<file path="src/rtl/adc_poll_pkg.sv">
package adc_poll_pkg;
    localparam int DATA_W = 8;
    localparam int OFS_W  = 2;
    localparam int RES_W  = 12;
    localparam int CH_W   = 3;

    // Status byte layout
    localparam int ST_EOC  = 7;
    localparam int ST_CFG  = 6;
    localparam int ST_ONE  = 5;
    localparam int ST_SH   = 4;
    localparam int ST_ZERO = 3;

    // Position of the sample-and-hold bit in a channel write
    localparam int SH_WBIT = 3;

    typedef enum logic [OFS_W-1:0] {
        OFS_RES_LO = 2'd0,
        OFS_RES_HI = 2'd1,
        OFS_CHAN   = 2'd2,
        OFS_STAT   = 2'd3
    } ofs_e;
endpackage

</file>
<file path="src/rtl/adc_chan_reg.sv">
module adc_chan_reg #(
    parameter int CH_W = 3
) (
    input  logic            clk,
    input  logic            rst_n,
    input  logic            wr_en,
    input  logic [CH_W-1:0] sel_wdata,
    input  logic            sh_wdata,
    output logic [CH_W-1:0] sel_o,
    output logic            sh_o
);
    typedef struct packed {
        logic [CH_W-1:0] sel;
        logic            sh;
    } chan_st_t;

    chan_st_t st_d, st_q;

    always_comb begin
        st_d = st_q;
        if (wr_en) begin
            st_d.sel = sel_wdata;
            st_d.sh  = sh_wdata;
        end
    end

    always_ff @(posedge clk or negedge rst_n) begin
        if (!rst_n) st_q <= '0;
        else        st_q <= st_d;
    end

    assign sel_o = st_q.sel;
    assign sh_o  = st_q.sh;
endmodule

</file>
<file path="src/rtl/adc_conv_seq.sv">
module adc_conv_seq #(
    parameter int RES_W = 12
) (
    input  logic             clk,
    input  logic             rst_n,
    input  logic             trig,
    input  logic             done,
    input  logic [RES_W-1:0] result_in,
    output logic             start_o,
    output logic             eoc_o,
    output logic [RES_W-1:0] result_o
);
    typedef struct packed {
        logic             eoc;
        logic             start;
        logic [RES_W-1:0] result;
    } seq_st_t;

    seq_st_t st_d, st_q;

    always_comb begin
        st_d       = st_q;
        st_d.start = 1'b0;
        if (st_q.eoc) begin
            // busy: triggers are dropped, only completion matters
            if (done) begin
                st_d.eoc    = 1'b0;
                st_d.result = result_in;
            end
        end else if (trig) begin
            st_d.eoc   = 1'b1;
            st_d.start = 1'b1;
        end
    end

    always_ff @(posedge clk or negedge rst_n) begin
        if (!rst_n) st_q <= '0;
        else        st_q <= st_d;
    end

    assign start_o  = st_q.start;
    assign eoc_o    = st_q.eoc;
    assign result_o = st_q.result;
endmodule

</file>
<file path="src/rtl/adc_read_mux.sv">
module adc_read_mux
    import adc_poll_pkg::*;
#(
    parameter int RES_W = 12,
    parameter int CH_W  = 3
) (
    input  logic              rd,
    input  logic [OFS_W-1:0]  addr,
    input  logic              eoc,
    input  logic              cfg,
    input  logic              sh,
    input  logic [CH_W-1:0]   sel,
    input  logic [RES_W-1:0]  result,
    output logic [DATA_W-1:0] rdata
);
    localparam int LO_W  = RES_W - DATA_W;
    localparam int PAD_W = DATA_W - LO_W;

    logic [DATA_W-1:0] lo_byte, hi_byte, stat_byte;

    assign hi_byte = result[RES_W-1 -: DATA_W];

    generate
        if (PAD_W > 0) begin : g_pad
            assign lo_byte = {result[LO_W-1:0], {PAD_W{1'b0}}};
        end else begin : g_nopad
            assign lo_byte = result[LO_W-1 -: DATA_W];
        end
    endgenerate

    always_comb begin
        stat_byte          = '0;
        stat_byte[CH_W-1:0] = sel;
        stat_byte[ST_ZERO] = 1'b0;
        stat_byte[ST_SH]   = sh;
        stat_byte[ST_ONE]  = 1'b1;
        stat_byte[ST_CFG]  = cfg;
        stat_byte[ST_EOC]  = eoc;
    end

    always_comb begin
        rdata = '0;
        if (rd) begin
            unique case (ofs_e'(addr))
                OFS_RES_LO: rdata = lo_byte;
                OFS_RES_HI: rdata = hi_byte;
                OFS_CHAN:   rdata = '0;
                OFS_STAT:   rdata = stat_byte;
                default:    rdata = '0;
            endcase
        end
    end
endmodule

</file>
<file path="src/rtl/adc_poll_ctrl.sv">
module adc_poll_ctrl
    import adc_poll_pkg::*;
#(
    parameter int RES_W_P = RES_W,
    parameter int CH_W_P  = CH_W
) (
    input  logic                clk,
    input  logic                rst_n,
    input  logic [OFS_W-1:0]    host_addr,
    input  logic [DATA_W-1:0]   host_wdata,
    input  logic                host_wr,
    input  logic                host_rd,
    output logic [DATA_W-1:0]   host_rdata,
    output logic                conv_start,
    input  logic                conv_done,
    input  logic [RES_W_P-1:0]  conv_result,
    output logic [CH_W_P-1:0]   mux_sel,
    output logic                sh_mode,
    input  logic                cfg_bipolar
);
    logic               trig_wr, chan_wr;
    logic               eoc_q;
    logic [RES_W_P-1:0] result_q;
    logic               unused_wbits;

    assign trig_wr = host_wr && (ofs_e'(host_addr) == OFS_RES_LO);
    assign chan_wr = host_wr && (ofs_e'(host_addr) == OFS_CHAN);
    assign unused_wbits = ^host_wdata[DATA_W-1:SH_WBIT+1];

    adc_chan_reg #(.CH_W(CH_W_P)) u_chan (
        .clk       (clk),
        .rst_n     (rst_n),
        .wr_en     (chan_wr),
        .sel_wdata (host_wdata[CH_W_P-1:0]),
        .sh_wdata  (host_wdata[SH_WBIT]),
        .sel_o     (mux_sel),
        .sh_o      (sh_mode)
    );

    adc_conv_seq #(.RES_W(RES_W_P)) u_seq (
        .clk       (clk),
        .rst_n     (rst_n),
        .trig      (trig_wr),
        .done      (conv_done),
        .result_in (conv_result),
        .start_o   (conv_start),
        .eoc_o     (eoc_q),
        .result_o  (result_q)
    );

    adc_read_mux #(.RES_W(RES_W_P), .CH_W(CH_W_P)) u_rmux (
        .rd     (host_rd),
        .addr   (host_addr),
        .eoc    (eoc_q),
        .cfg    (cfg_bipolar),
        .sh     (sh_mode),
        .sel    (mux_sel),
        .result (result_q),
        .rdata  (host_rdata)
    );
endmodule

</file>
<file path="config.mk">
export PLATFORM = sky130hd
export DESIGN_NAME = adc_poll_ctrl
export DESIGN_NICKNAME = d
export VERILOG_FILES = /design/src/rtl/adc_poll_pkg.sv /design/src/rtl/adc_chan_reg.sv /design/src/rtl/adc_conv_seq.sv /design/src/rtl/adc_read_mux.sv /design/src/rtl/adc_poll_ctrl.sv
export SDC_FILE = /design/constraint.sdc
export NUM_CORES = 1
export LEC_CHECK = 0
export ABC_AREA = 1
export BUFFER_PORTS_ARGS = -buffer_cell sky130_fd_sc_hd__buf_4
export CAP_MARGIN = 25
export CELL_PAD_IN_SITES_DETAIL_PLACEMENT = 1
export CELL_PAD_IN_SITES_GLOBAL_PLACEMENT = 1
export CORE_ASPECT_RATIO = 1.25
export CORE_MARGIN = 2
export CORE_UTILIZATION = 33
export CTS_CLUSTER_SIZE = 20
export DETAILED_ROUTE_END_ITERATION = 8
export PLACE_DENSITY = 0.83
export SETUP_SLACK_MARGIN = 0.2
export SLEW_MARGIN = 0
export SYNTH_ARGS = -nofsm -noshare
export SYNTH_HDL_FRONTEND = slang
export SYNTH_SLANG_ARGS = --single-unit
</file>
<file path="constraint.sdc">
create_clock -name clk -period 1.4 [get_ports clk]
set_input_delay 0.21 -clock clk [delete_from_list [all_inputs] [get_ports clk]]
set_output_delay 0.21 -clock clk [all_outputs]
set_load 0.03 [all_outputs]
</file>
# Word-level counts from Yosys, hierarchy flattened
# Cells that the tools add are included.
[word_totals]
reg_bits = 18
inputBits = 28
out_inout_bits = 13
word_cells = 18
[classes]
n_eq_ne = 3
muxes = 6
reduce_logical = 4
[op_table]
columns = ["operator", "count"]
rows = [
  ["one-hot mux 8 bit (4 select lines)", 1],
  ["two-way mux 8 bit", 1],
  ["== test 2 bit (second input constant)", 2],
  ["two-way mux 1 bit", 3],
  ["== test 2 x 1 -> 1 bit (second input constant)", 1],
  ["logical AND 1 bit", 2],
  ["logical NOT 2 bit", 1],
  ["two-way mux 2 bit", 1],
  ["AND reduction 2 bit", 1],
]

# Longest topological paths before layout
# Gate-level depths: netlist (run 1).
[depth]
word_depth = 4
ltp_mapped = 5
depth_no_buf = 5

# Hierarchy
# Synthesis (run 1) repeated with hierarchy kept, for this count alone.
[unflattened]
hier_cells = 120
area_unflattened_um2 = 899.6
[modules_own_cells]
columns = ["module", "instances", "cells_per_inst", "area_each_um2", "seq_area_each_um2"]
rows = [
  ["adc_conv_seq", 1, 59, 549.3, 350.3],
  ["adc_read_mux", 1, 39, 182.7, 0.0],
  ["adc_chan_reg", 1, 17, 148.9, 100.1],
  ["adc_poll_ctrl", 1, 5, 18.8, 0.0],
]

# Worst setup path after synthesis (run 1)
# No wires, ideal clock.
[synth_path]
kind = "in2out"
start = "in host_addr[0]"
end = "out host_rdata[5]"
t_arrival_ps = 1208
required_ps = 1190
slack_ps = -18
path_stages = 3
path_buffers = 0
path_cell_list = "nor2_1 > nand2_1 > a21boi_0"
[synth_via]
elab_chain_cells = 3
elab_cells_between_ends = 6
classes_between = "eq/ne: 3; mux: 2; reduce/logical: 1"
[synth_rtl]
columns = ["element", "line", "source"]
rows = [
  ["from (decl)", "adc_poll_ctrl.sv:9", "input logic [OFS_W-1:0] host_addr,"],
  ["== test 2 bit, or another cell as far along", "adc_read_mux.sv:44", "unique case (ofs_e'(addr))"],
  ["one-hot mux 8 bit (4 select lines) (*)", "adc_read_mux.sv:44", ""],
  ["two-way mux 8 bit (*)", "adc_read_mux.sv:43", "if (rd) begin"],
  ["to (decl)", "adc_poll_ctrl.sv:13", "output logic [DATA_W-1:0] host_rdata,"],
]
# Mark *: on every way between the ends. The rest lies on a longest branch, timed or not.

# Worst setup path after layout (run 1)
[layout_path]
start = "reg u_seq.st_q, in the netlist u_seq.eoc_o"
end = "out host_rdata[7]"
[layout_via]
elab_chain_cells = 2
[layout_rtl]
columns = ["element", "line", "source"]
rows = [
  ["from (decl)", "adc_conv_seq.sv:19", "seq_st_t st_d, st_q;"],
  ["from (signal assigned)", "adc_conv_seq.sv:38", "else st_q <= st_d;"],
  ["one-hot mux 8 bit (4 select lines)", "adc_read_mux.sv:44", ""],
  ["two-way mux 8 bit", "adc_read_mux.sv:43", ""],
]
# No other way between the ends.

==> metrics, run 1 <==
Leak 0.735 nW; R2R depth 5; Detailed Place HPWL 1890 um; drt pass-1 iters 4; pwr/cell area 1090 nW/um2; initial core utilization 35.6%; Final Hold Fails 0; post-route clock period utilization 98.5%; CP Capture Type output pin; CP max FO 2; Max Clk Rate 0.725 GHz; relative slew slack 82.7%; nets 186; RSZ-0062 raised after global routing true; Req. time, crit path 1.19 ns; GRT Total Usage 19.0%; placed insts 176; most frequent cells in the layout buf_4, nand2_1, nand3_1; Yosys reg bits 18; DR vias/cell 4.83; Post-Syn Instances 110; fin cells 189; WL final 2660 um; Setup Crit Path Kind reg -> out; Worst Tran Pin Value 0.259 ns; crit start category flop; count of different cell masters after synthesis 16; clk slew on worst S/H paths 0.10 ns; CTS tree yes; ANT cells 0; biggest area consumer among synthesized cells dfrtp_1; largest net degree at the start of global routing 19; Fillers 317; global-route wire length before repair 4350 um; die area 3100 um2; area added between synthesis and finish 54.0%; status completed; setup violators final 0; remaining antenna violation count 0; die width 50.2 um; top cell type's share of synthesized area 51.1%; layout cells sized above 1 41.7%; hold path depth 3; I/O pins 41; routed via count 912; most common cell after layout, fill and taps aside buf_4; worst-skew pair later-pin latency 0.30 ns; Final GP Congestion 0.791; Mapped Area 881 um2; Num Clock Sinks 18; post-layout min period 1.38 ns; Hold Slack 0.132 ns; per-cell routed wire length 14.1 um; top post-synthesis cells by area dfrtp_1, nand3_1, nand2_1; DR iter-0 viols 14; Rows 20; vias in the first global route 999; Clock Skew 0.00283 ns; sequential element share of the synthesized area 51.1%; CTS root buf clkbuf_4; overall die height 61.8 um; total power 1.48 mW; HP Class in -> reg; DRC viols 0; critical path arrival 1.17 ns; final-report max-slew violation count 0; CTS buffer count 3; Clock H-tree levels 1; IO buf count 36; Yosys warning total 0; maximum buffer depth of the clock tree 2; Synth Area per Inst 8.01 um2; initial antenna violation count 0; total global routing overflow 0; core area 2480 um2; MaxCap Viol Count 0; Worst VDD drop 0.000856 V; syn nets 138
## area by class of cell
cell class,instances,area (um2),area share [%]
clock buffers,3,22.5,1.66
inverters,9,33.8,2.49
multi-input cells,78,400,29.5
flip-flops and latches,18,450,33.2
well taps,33,41.3,3.04
repair buffers,48,408,30.1
## registers in the layout, indices dropped and copies added, names as in the netlist
register and flops:
u_seq.eoc_o 1, u_seq.start_o 1, u_chan.sel_o 3, u_chan.sh_o 1
u_seq.result_o 12
## worst paths after layout
path / to / from / slack (ns)
worst max-delay path: host_rdata[7] / u_seq.eoc_o / 0.02
worst max register to register: u_seq.result_o[9] / u_seq.eoc_o / 0.28
min in group asynchronous: u_chan.sel_o[0] / rst_n / 0.30
worst min register to register: u_seq.result_o[2] / u_seq.result_o[2] / 0.49
max in group asynchronous: u_seq.result_o[9] / rst_n / 0.90
worst min-delay path: u_seq.result_o[11] / conv_result[11] / 0.13
## cells by family (layout without fill, tap and decap cells)
logic type,Yosys count,count (layout),synth area share [%]
and+or+nand+nor,68,68,33.9
DFF,18,18,51.1
buffers and inverters,14,60,8.38
AOI/OAI and AO/OA,9,9,5.40
muxes,1,1,1.14
## repair_timing
| item | 4_1_cts | 5_1_grt |
|---|---|---|
| gates resized for setup | 10 | 19 |
| hold buffers | 1 | 0 |
| cloned | 0 | 0 |
| hold endpoints to repair | 18 | 0 |
| setup endpoints to repair | 7 | 11 |
| setup buffers | 4 | 5 |
| pin swaps | 11 | 3 |
## Yosys cell counts
master	count
nand2_1	33
nand3_1	25
dfrtp_1	18
inv_1	8
nor2_1	7
a21oi_1	4
o21ai_0	4
buf_6	2
nand2_2	2
a21boi_0	1
buf_2	1
buf_4	1
clkbuf_2	1
inv_2	1
mux2i_1	1
nor2_4	1
## worst max-delay path, stage by stage, from the launching register on
cell and delay [ns]:
dfrtp_1 0.42, nand3_2 0.08, nand3_1 0.09, nand2_1 0.09, inv_1 0.06, buf_6 0.13
## where the power goes
group          switching (mW)  leakage, nW  total [mW]  internal (mW)
Combinational           0.278        0.501       0.522          0.244
Clock                   0.168       0.0138       0.268          0.100
Sequential             0.0618        0.220       0.686          0.624
Total                   0.507        0.735        1.48          0.969
## routing by layer
metal,global-route usage (%),share of wire [%],vias up
met5,0,0,-
met4,8.33,1.9,0
met3,2.39,3.7,6
met2,37.6,55,30
met1,20.3,39,431
li1,-,-,445
## per-stage QoR
stage / TNS [ns] / area [um2] / worst slack (ns) / utilization, %
finish: 0 / 1360 / 0.0208 / 54.7
global placement: 0 / 1170 / 0.129 / 47.1
CTS: 0 / 1250 / 0.0598 / 50.5
global route: -0.0518 / 1360 / -0.0494 / 54.7
detailed placement: 0 / 1170 / 0.0587 / 47.1
floorplan: 0 / 881 / 0.0131 / -
Power figures use the tool's default switching activity.
==> run 2: changes to the inputs <==
--- a/config.mk
+++ b/config.mk
@@ -6,16 +6,16 @@
 export NUM_CORES = 1
 export LEC_CHECK = 0
 export ABC_AREA = 1
-export BUFFER_PORTS_ARGS = -buffer_cell sky130_fd_sc_hd__buf_4
 export CAP_MARGIN = 25
 export CELL_PAD_IN_SITES_DETAIL_PLACEMENT = 1
 export CELL_PAD_IN_SITES_GLOBAL_PLACEMENT = 1
 export CORE_ASPECT_RATIO = 1.25
 export CORE_MARGIN = 2
-export CORE_UTILIZATION = 33
+export CORE_UTILIZATION = 35
 export CTS_CLUSTER_SIZE = 20
 export DETAILED_ROUTE_END_ITERATION = 8
-export PLACE_DENSITY = 0.83
+export DONT_BUFFER_PORTS = 1
+export PLACE_DENSITY = 0.67
 export SETUP_SLACK_MARGIN = 0.2
 export SLEW_MARGIN = 0
 export SYNTH_ARGS = -nofsm -noshare
==> run 2 against run 1 <==
Net effect: combinational power is 34% lower; global-route usage is 1.3 points lower; via count is 13% lower; sequential share of layout area is 8.5 points higher; cell area is 20% lower; clock-buffer cell count stayed put; worst setup slack better by 0.026 ns.
==> metrics, run 2 (synthesis results as in run 1) <==
vias in the first global route 870 (was 999); layout cells sized above 1 31.1% (was 41.7%); R2R setup slack 0.33 ns (was 0.28 ns); critical path arrival 1.14 ns (was 1.17 ns); CTS root buf clkbuf_4 (unchanged); CTS tree yes (unchanged); global-route wire length before repair 3780 um (was 4350 um); nets 152 (was 186); drt pass-1 iters 2 (was 4); DR iter-0 viols 5 (was 14); final-report max-slew violation count 0 (unchanged); cell area after layout 1090 um2 (was 1360 um2); Post-Place Worst Slack 0.240 ns (was 0.0587 ns); Worst Tran Pin Value 0.830 ns (was 0.259 ns); Worst path slowest cell dfrtp_2 (was dfrtp_1); total global routing overflow 0 (unchanged); Worst Path Buf+Inv 1 (was 2); MaxCap Viol Count 0 (unchanged); DRC viols 0 (unchanged); per-cell routed wire length 15.2 um (was 14.1 um); post-route clock period utilization 96.7% (was 98.5%); most frequent cells in the layout nand2_1, nand3_1, dfrtp_1 (was buf_4, nand2_1, nand3_1); GRT Total Usage 17.7% (was 19.0%); HP Start conv_done (was conv_result[11]); Hold Crit Endpoint u_seq.result_o[0] (was u_seq.result_o[11]); I/O pins 41 (unchanged); HP Class in -> reg (unchanged); maximum buffer depth of the clock tree 2 (unchanged); CP Launch Point u_chan.sel_o[0] (was u_seq.eoc_o); Crit path largest cell delay 0.49 ns (was 0.42 ns); setup violators final 0 (unchanged); initial antenna violation count 0 (unchanged); most common cell after layout, fill and taps aside nand2_1 (was buf_4); die area 2940 um2 (was 3100 um2); CTS buffer count 3 (unchanged); Rows 20 (unchanged); remaining antenna violation count 0 (unchanged); area added between synthesis and finish 23.9% (was 54.0%); clk slew on worst S/H paths 0.10 ns (about the same); Final GP Congestion 0.806 (was 0.791); largest net degree at the start of global routing 19 (unchanged); Max Clk Rate 0.739 GHz (was 0.725 GHz); R2R depth 4 (was 5); ANT cells 0 (unchanged); total power 1.33 mW (was 1.48 mW); Leak 0.554 nW (was 0.735 nW); WL final 2360 um (was 2660 um); CP Capture Type output pin (unchanged); core area 2400 um2 (was 2480 um2); Num Clock Sinks 18 (unchanged); worst-skew pair later-pin latency 0.30 ns (about the same); RSZ-0062 raised after global routing true (unchanged); post-layout min period 1.35 ns (was 1.38 ns); IO buf count 0 (was 36); Clock Skew 0.000791 ns (was 0.00283 ns); pwr/cell area 1220 nW/um2 (was 1090 nW/um2); DP Area 935 um2 (was 1170 um2); Crit path max-delay family flip-flops (unchanged); worst-path cell chain nand3_2 -> o21ai_2 -> buf_6 (was nand3_2 -> nand3_1 -> nand2_1 -> inv_1 -> buf_6); die width 48.9 um (was 50.2 um); Final Hold Fails 0 (unchanged); Clock H-tree levels 1 (unchanged); crit start category flop (unchanged); Setup Crit Path Kind reg -> out (unchanged); setup ws final 0.0468 ns (was 0.0208 ns); Detailed Place HPWL 1620 um (was 1890 um); relative slew slack 44.5% (was 82.7%); hold path depth 2 (was 3); capturing point of the worst reg2reg path u_seq.result_o[5] (was u_seq.result_o[9]); overall die height 60.1 um (was 61.8 um); CP max FO 3 (was 2); routed via count 792 (was 912); FF-to-FF Start u_seq.eoc_o (unchanged); DR vias/cell 5.11 (was 4.83); status completed (unchanged); initial core utilization 36.7% (was 35.6%); Worst VDD drop 0.000461 V (was 0.000856 V); max reg flops 12 (unchanged); Req. time, crit path 1.19 ns (about the same)
-- run 2: cell type report --
class / count / area [um2]
sequential: 18 / 455
multi-input combinational: 78 / 403
inverter: 9 / 36.3
timing repair buffer: 14 / 133
tap: 33 / 41.3
fill: 302 / 1310
clock buffer: 3 / 22.5
-- run 2: what timing repair did --
action,CTS,global route
pin swaps,6,5
endpoints found under the setup margin,7,9
setup buffers,3,2
endpoints found under the hold margin,19,0
hold buffers,2,0
gates resized for setup,16,14
-- run 2: stage by stage --
step                      TNS (ns)  utilization [%]  cells  hold WS, ns
after global placement           0             38.9    145      -0.0852
after CTS                        0             43.1    153      0.00952
after floorplan                  0                -    110      -0.0856
final                            0             45.4    155       0.0245
after detailed placement         0             38.9    145      -0.0852
after global routing       -0.0101             45.4    155       0.0165
-- run 2: worst max-delay path by stage --
stage	to	slack, ns	cells after the start
after CTS	host_rdata[1]	0.01	3
after floorplan	host_rdata[0]	0.01	3
final	host_rdata[0]	0.05	3
after global routing	host_rdata[0]	-0.01	3
after detailed placement	host_rdata[1]	0.24	3
after global placement	host_rdata[0]	0.28	3
-- run 2: metal layers --
| metal | global-route usage, % | up-vias | part of all wire (%) |
|---|---|---|---|
| li1 | - | 379 | - |
| met1 | 17.1 | 382 | 36 |
| met2 | 33.7 | 26 | 56 |
| met3 | 3.75 | 5 | 4.7 |
| met4 | 12.2 | 0 | 2.6 |
| met5 | 0 | - | 0 |
-- run 2: report_power, final --
group | internal, mW | leakage (nW) | switching (mW) | total, mW
clock network | 0.101 | 0.0138 | 0.167 | 0.268
registers | 0.627 | 0.215 | 0.0923 | 0.719
logic | 0.145 | 0.325 | 0.197 | 0.342
total | 0.873 | 0.554 | 0.457 | 1.33
